--- src/rtl/eint_pkg.sv ---
package eint_pkg;
  localparam int ADDR_W  = 2;
  localparam int FIELD_W = 4;

  localparam logic [ADDR_W-1:0] ADDR_CTRL = 2'd0;
  localparam logic [ADDR_W-1:0] ADDR_CFG  = 2'd1;
  localparam logic [ADDR_W-1:0] ADDR_FLAG = 2'd2;

  typedef enum logic [2:0] {
    SENSE_OFF      = 3'd0,
    SENSE_RISE     = 3'd1,
    SENSE_FALL     = 3'd2,
    SENSE_ANY_EDGE = 3'd3,
    SENSE_HIGH     = 3'd4,
    SENSE_LOW      = 3'd5
  } sense_e;
endpackage

--- src/rtl/eint_regs.sv ---
module eint_regs
  import eint_pkg::*;
#(
  parameter int DATA_W = 32,
  parameter int NUM_CH = 8,
  localparam int CFG_W = NUM_CH * FIELD_W,
  localparam int BE_W  = DATA_W / 8
) (
  input  logic              clk,
  input  logic              rst,
  input  logic              wr_en,
  input  logic [ADDR_W-1:0] wr_addr,
  input  logic [DATA_W-1:0] wr_data,
  input  logic [BE_W-1:0]   wr_be,
  input  logic [ADDR_W-1:0] rd_addr,
  input  logic [NUM_CH-1:0] flags_i,
  output logic              en_o,
  output logic [CFG_W-1:0]  cfg_o,
  output logic [NUM_CH-1:0] clr_o,
  output logic [DATA_W-1:0] rd_data
);
  logic              full_wr;
  logic [DATA_W-1:0] rd_mux;

  assign full_wr = wr_en && (wr_be == {BE_W{1'b1}});

  // Write-one-to-clear pulses for the channel flags.
  assign clr_o = (full_wr && wr_addr == ADDR_FLAG) ? wr_data[NUM_CH-1:0] : '0;

  always_ff @(posedge clk) begin
    if (rst) begin
      en_o  <= 1'b0;
      cfg_o <= '0;
    end else if (full_wr) begin
      if (wr_addr == ADDR_CTRL) en_o <= wr_data[0];
      // Configuration is frozen while the block runs.
      if (wr_addr == ADDR_CFG && !en_o) cfg_o <= wr_data[CFG_W-1:0];
    end
  end

  always_comb begin
    rd_mux = '0;
    unique case (rd_addr)
      ADDR_CTRL: rd_mux[0]          = en_o;
      ADDR_CFG:  rd_mux[CFG_W-1:0]  = cfg_o;
      ADDR_FLAG: rd_mux[NUM_CH-1:0] = flags_i;
      default:   rd_mux             = '0;
    endcase
  end

  always_ff @(posedge clk) begin
    if (rst) rd_data <= '0;
    else     rd_data <= rd_mux;
  end
endmodule

--- src/rtl/eint_chan.sv ---
module eint_chan
  import eint_pkg::*;
#(
  parameter int SYNC_STAGES = 2
) (
  input  logic       clk,
  input  logic       rst,
  input  logic       en_i,
  input  logic       pin_i,
  input  logic [2:0] mode_i,
  input  logic       filt_en_i,
  input  logic       clr_i,
  output logic       flag_o
);
  logic [SYNC_STAGES-1:0] sync_q;
  logic [1:0]             hist_q;
  logic                   filt_q;
  logic                   prev_q;
  logic                   s_pin;
  logic                   vote;
  logic                   rise;
  logic                   fall;
  logic                   flag_nxt;

  assign s_pin = sync_q[SYNC_STAGES-1];
  // 2-of-3 majority over the current and two previous samples.
  assign vote  = (s_pin & hist_q[0]) | (s_pin & hist_q[1]) | (hist_q[0] & hist_q[1]);

  always_ff @(posedge clk) begin
    if (rst) begin
      sync_q <= '0;
      hist_q <= '0;
      filt_q <= 1'b0;
      prev_q <= 1'b0;
    end else begin
      sync_q <= {sync_q[SYNC_STAGES-2:0], pin_i};
      if (!en_i) begin
        // Track the pin so that enabling sees no stale edge.
        hist_q <= {s_pin, s_pin};
        filt_q <= s_pin;
        prev_q <= s_pin;
      end else begin
        hist_q <= {hist_q[0], s_pin};
        filt_q <= filt_en_i ? vote : s_pin;
        prev_q <= filt_q;
      end
    end
  end

  assign rise = filt_q & ~prev_q;
  assign fall = ~filt_q & prev_q;

  always_comb begin
    unique case (mode_i)
      SENSE_RISE:     flag_nxt = (en_i & rise) | (flag_o & ~clr_i);
      SENSE_FALL:     flag_nxt = (en_i & fall) | (flag_o & ~clr_i);
      SENSE_ANY_EDGE: flag_nxt = (en_i & (rise | fall)) | (flag_o & ~clr_i);
      SENSE_HIGH:     flag_nxt = en_i & filt_q;
      SENSE_LOW:      flag_nxt = en_i & ~filt_q;
      default:        flag_nxt = flag_o & ~clr_i;
    endcase
  end

  always_ff @(posedge clk) begin
    if (rst) flag_o <= 1'b0;
    else     flag_o <= flag_nxt;
  end
endmodule

--- src/rtl/eint_sense_ctrl.sv ---
module eint_sense_ctrl
  import eint_pkg::*;
#(
  parameter int NUM_CH      = 8,
  parameter int DATA_W      = 32,
  parameter int SYNC_STAGES = 2
) (
  input  logic                clk,
  input  logic                rst,
  input  logic                wr_en,
  input  logic [ADDR_W-1:0]   wr_addr,
  input  logic [DATA_W-1:0]   wr_data,
  input  logic [DATA_W/8-1:0] wr_be,
  input  logic [ADDR_W-1:0]   rd_addr,
  output logic [DATA_W-1:0]   rd_data,
  input  logic [NUM_CH-1:0]   pins_i,
  output logic [NUM_CH-1:0]   irq_flags,
  output logic                irq
);
  localparam int CFG_W = NUM_CH * FIELD_W;

  logic              en_q;
  logic [CFG_W-1:0]  cfg_q;
  logic [NUM_CH-1:0] clr;

  eint_regs #(.DATA_W(DATA_W), .NUM_CH(NUM_CH)) u_regs (
    .clk     (clk),
    .rst     (rst),
    .wr_en   (wr_en),
    .wr_addr (wr_addr),
    .wr_data (wr_data),
    .wr_be   (wr_be),
    .rd_addr (rd_addr),
    .flags_i (irq_flags),
    .en_o    (en_q),
    .cfg_o   (cfg_q),
    .clr_o   (clr),
    .rd_data (rd_data)
  );

  for (genvar k = 0; k < NUM_CH; k++) begin : g_ch
    eint_chan #(.SYNC_STAGES(SYNC_STAGES)) u_chan (
      .clk       (clk),
      .rst       (rst),
      .en_i      (en_q),
      .pin_i     (pins_i[k]),
      .mode_i    (cfg_q[FIELD_W*k +: 3]),
      .filt_en_i (cfg_q[FIELD_W*k + 3]),
      .clr_i     (clr[k]),
      .flag_o    (irq_flags[k])
    );
  end

  assign irq = |irq_flags;
endmodule

--- config.mk ---
export PLATFORM = sky130hd
export DESIGN_NAME = eint_sense_ctrl
export DESIGN_NICKNAME = d
export VERILOG_FILES = /design/src/rtl/eint_pkg.sv /design/src/rtl/eint_regs.sv /design/src/rtl/eint_chan.sv /design/src/rtl/eint_sense_ctrl.sv
export SDC_FILE = /design/constraint.sdc
export NUM_CORES = 1
export LEC_CHECK = 0
export BUFFER_PORTS_ARGS = -buffer_cell sky130_fd_sc_hd__buf_2
export CAP_MARGIN = 20
export CORE_MARGIN = 2
export CORE_UTILIZATION = 45
export CTS_CLUSTER_DIAMETER = 60
export DETAILED_ROUTE_END_ITERATION = 12
export GPL_ROUTABILITY_DRIVEN = 0
export GPL_TIMING_DRIVEN = 0
export PLACE_DENSITY = 0.7
export SLEW_MARGIN = 20
export SYNTH_ARGS = -nofsm -noshare
export SYNTH_HDL_FRONTEND = slang
export SYNTH_SLANG_ARGS = --single-unit
--- constraint.sdc ---
create_clock -name clk -period 1.4 [get_ports clk]
set_clock_uncertainty 0.1 [all_clocks]
set_input_delay 0.07 -clock clk [delete_from_list [all_inputs] [get_ports clk]]
set_output_delay 0.07 -clock clk [all_outputs]
set_load 0.01 [all_outputs]
==> results.toml <==
[status]
status = "finished, violations left"
violations = "negative setup slack"

[floorplanning]
core_mm2 = 0.01032
initial_core_util = 0.4635
fp.dieArea_mm2 = 0.01147
num_io_pins = 92
die_x_um = 107.1
dieHeight_um = 107.1
row_count = 37

[worst_setup_path]
critPathTopFamily = "flip-flops"
crit_slowest_cell = "dfxtp_4"
critical_path_class = "flip-flop to output pin"
critPathLaunchType = "flip-flop"
endpoint_kind = "output pin"
worstPathRequired_ns = 1.23
slowest_delay_ns = 0.36
worstPathArrival_ns = 1.33
worst-path-max-fanout = 4
path_cells = "nor4_2, nand2_1, buf_2"
cp.buffers_inverters = 1

[final_layout]
fillers = 791
n_antenna_cell = 0
nNetsFinal = 752
syn_to_final_growth_pct = 42.94
seq_area_mm2 = 0.002459
final_common_cell = "dfxtp_1"
multi_input_area_mm2 = 0.002197
layout-drive-gt1-share = 0.2839
final_cell_mix = "dfxtp_1 (104), buf_2 (90), nand2_1 (54)"

[timing]
setup_viol = 5
fmax_ghz = 0.6668
fin_hold_ws_ns = 0.03106
finalCritPeriodShare = 1.071
rsz0062_at_grt = "true"
fin_crit_ns = 1.500
slew_viol_final = 0
finalHoldViolCount = 0
layout_setup_ws_ns = -0.09977
tightestPinTransition_ns = 0.5800
slew_headroom = 0.6133

[routing]
drt-initial-drc-count = 200
post_drt_wl_per_cell_um = 15.51
drc = 0
drt_pass1_iterations = 4
ant_nets = 0
routed_wl_um = 12880
routed-via-count = 4183
vias_per_cell = 5.040

[synthesis]
ys_seq_area_frac = 0.5063
synth_area_mm2 = 0.004785
synth-edff-count = 0
syn_inst = 513
synth-seq-cells = 121
yosys-top-cells-area = "dfxtp_1 (51%), mux2i_1 (7.1%), ha_1 (5.2%), nand2_1 (4.3%), nor2b_1 (3.5%)"
synth_top_area_cell = "dfxtp_1"
yosys_warnings = 0
synthFlopType = "dfxtp_1"
synth_top_cell_area_share = 0.5063
synthArstFlopShare = 0
synth_nets = 584
avgSynthCellArea_um2 = 9.327
synth_cell_types = 32

[job]
max-cap-violations = 0

[grt]
grt_pass1_vias = 4037
grt_pass1_wl_um = 19400
gr-total-overflow = 0
grtUsageTotal = 0.2201
grt_max_degree = 17
antenna_found_initial = 0

[power]
seqPwrFrac = 0.441
p_switching_mw = 1.839
power_switching_share = 0.2303
irDropWorstVdd_mv = 0.8651
p_comb_frac = 0.049
power.internal_mw = 6.145
p_clk_frac = 0.510
power_density_mw_per_mm2 = 1167
p_total_mw = 7.984
power_leakage_nw = 2.836

[clocking]
clock-sinks = 121
numCtsBuffers = 17
cts.clk_slew.worst_paths_ns = 0.06
tritoncts = "yes"
cts_buffer_depth = 2
clk_latency_ns = 0.51
root_buffer = "clkbuf_8"
htree_num_levels = 4

[placed_design]
pre_cts_ws_ns = -0.5874
io_buffers = 91
place_hpwl_um = 7847

[hold_path]
hold_class = "primary input to flip-flop"
[logic make-up (layout without fill, tap and decap cells)]
kind of cell / after synthesis / after routing / synth area share
simple gates: 179 / 179 / 0.1854
flops: 121 / 121 / 0.5063
compound gates: 87 / 87 / 0.1096
buf+inv: 65 / 246 / 0.06250
mux: 34 / 34 / 0.07113
fa+ha+maj: 20 / 20 / 0.05230
xor+xnor: 7 / 7 / 0.01281
[sequential cells by signal (all words and copies together), names as in the netlist]
| register | count |
|---|---|
| g_ch.u_chan.prev_q | 8 |
| u_regs.en_o | 1 |
| g_ch.u_chan.flag_o | 8 |
| g_ch.u_chan.filt_q | 8 |
| g_ch.u_chan.hist_q | 16 |
| u_regs.cfg_o | 32 |
| g_ch.u_chan.sync_q | 16 |
| u_regs.rd_data | 32 |
[Yosys cell counts (7+ instances only)]
cell      instances
a211oi_1         14
a21oi_1          31
a22oi_1           7
and2_1           24
and3_1            8
buf_4             8
clkbuf_1         17
dfxtp_1         121
ha_1             20
inv_1            34
mux2i_1          34
nand2_1          55
nor2_1           40
nor2b_1          27
nor3_1           15
o21ai_0           8
o21ai_1          16
o31ai_1           7
xor2_1            7
[stage by stage]
step / setup TNS, ns / cell area [um^2] / instances / util
global route: -0.9502 / 6839 / 830 / 0.6625
global placement: -25.80 / 5410 / 740 / 0.5241
detailed placement: -27.16 / 5410 / 740 / 0.5241
floorplan: 0 / 4785 / 513 / -
CTS: -0.9826 / 6600 / 825 / 0.6393
finish: -0.1268 / 6839 / 830 / 0.6625
[timing repair]
| action | in CTS | in global routing |
|---|---|---|
| hold endpoints to repair | 54 | 0 |
| hold buffers | 47 | 0 |
| buffers inserted | 5 | 3 |
| setup endpoints to repair | 74 | 56 |
| cloned | 1 | 2 |
| pin swaps | 7 | 22 |
| gates resized for setup | 28 | 48 |
[per-layer routing]
layer | wire [um] | up-vias | track usage
met5 | 0 | - | 0
met4 | 273 | 0 | 0.09276
met3 | 684 | 20 | 0.04134
met2 | 6573 | 148 | 0.3938
met1 | 5346 | 1972 | 0.2559
li1 | - | 2043 | -
[final timing paths]
| path | start | endpoint | slack (ns) | depth (start not counted) |
|---|---|---|---|---|
| max | g_ch[3].u_chan.flag_o$_SDFF_PP0_ | irq | -0.1 | 3 |
| max reg2reg | u_regs.en_o$_SDFFE_PP0P_ | u_regs.cfg_o[26]$_SDFFE_PP0P_ | -0.01 | 5 |
| min reg2reg | g_ch[4].u_chan.sync_q[0]$_SDFF_PP0_ | g_ch[4].u_chan.sync_q[1]$_SDFF_PP0_ | 0.33 | 1 |
| min | rst | g_ch[4].u_chan.sync_q[1]$_SDFF_PP0_ | 0.03 | 3 |
[layout make-up]
class | instances | area share
Multi-Input combinational cell | 327 | 0.3213
Inverter | 34 | 0.01903
Timing Repair Buffer | 149 | 0.1590
Buffer | 31 | 0.03385
Clock buffer | 19 | 0.06458
Tap cell | 136 | 0.02488
Clock inverter | 13 | 0.01793
Sequential cell | 121 | 0.3595
[power by group through the flow]
stage	clock network, mW	logic, mW	registers [mW]
detailed placement	0	0.266	3.60
CTS	4.09	0.373	3.53
global placement	0	0.257	3.60
finish	4.07	0.392	3.52
floorplan	0	0.137	3.59
global route	4.27	0.428	3.53
[worst reg2reg max path: cells and delay by family, from the launching register on]
kind                   cells  cell delay [ns]
buffers and inverters      2             0.38
DFF                        1             0.36
and+or+nand+nor            2             0.25
muxes                      1             0.19
Note: power is estimated with default switching activity, not from simulation.
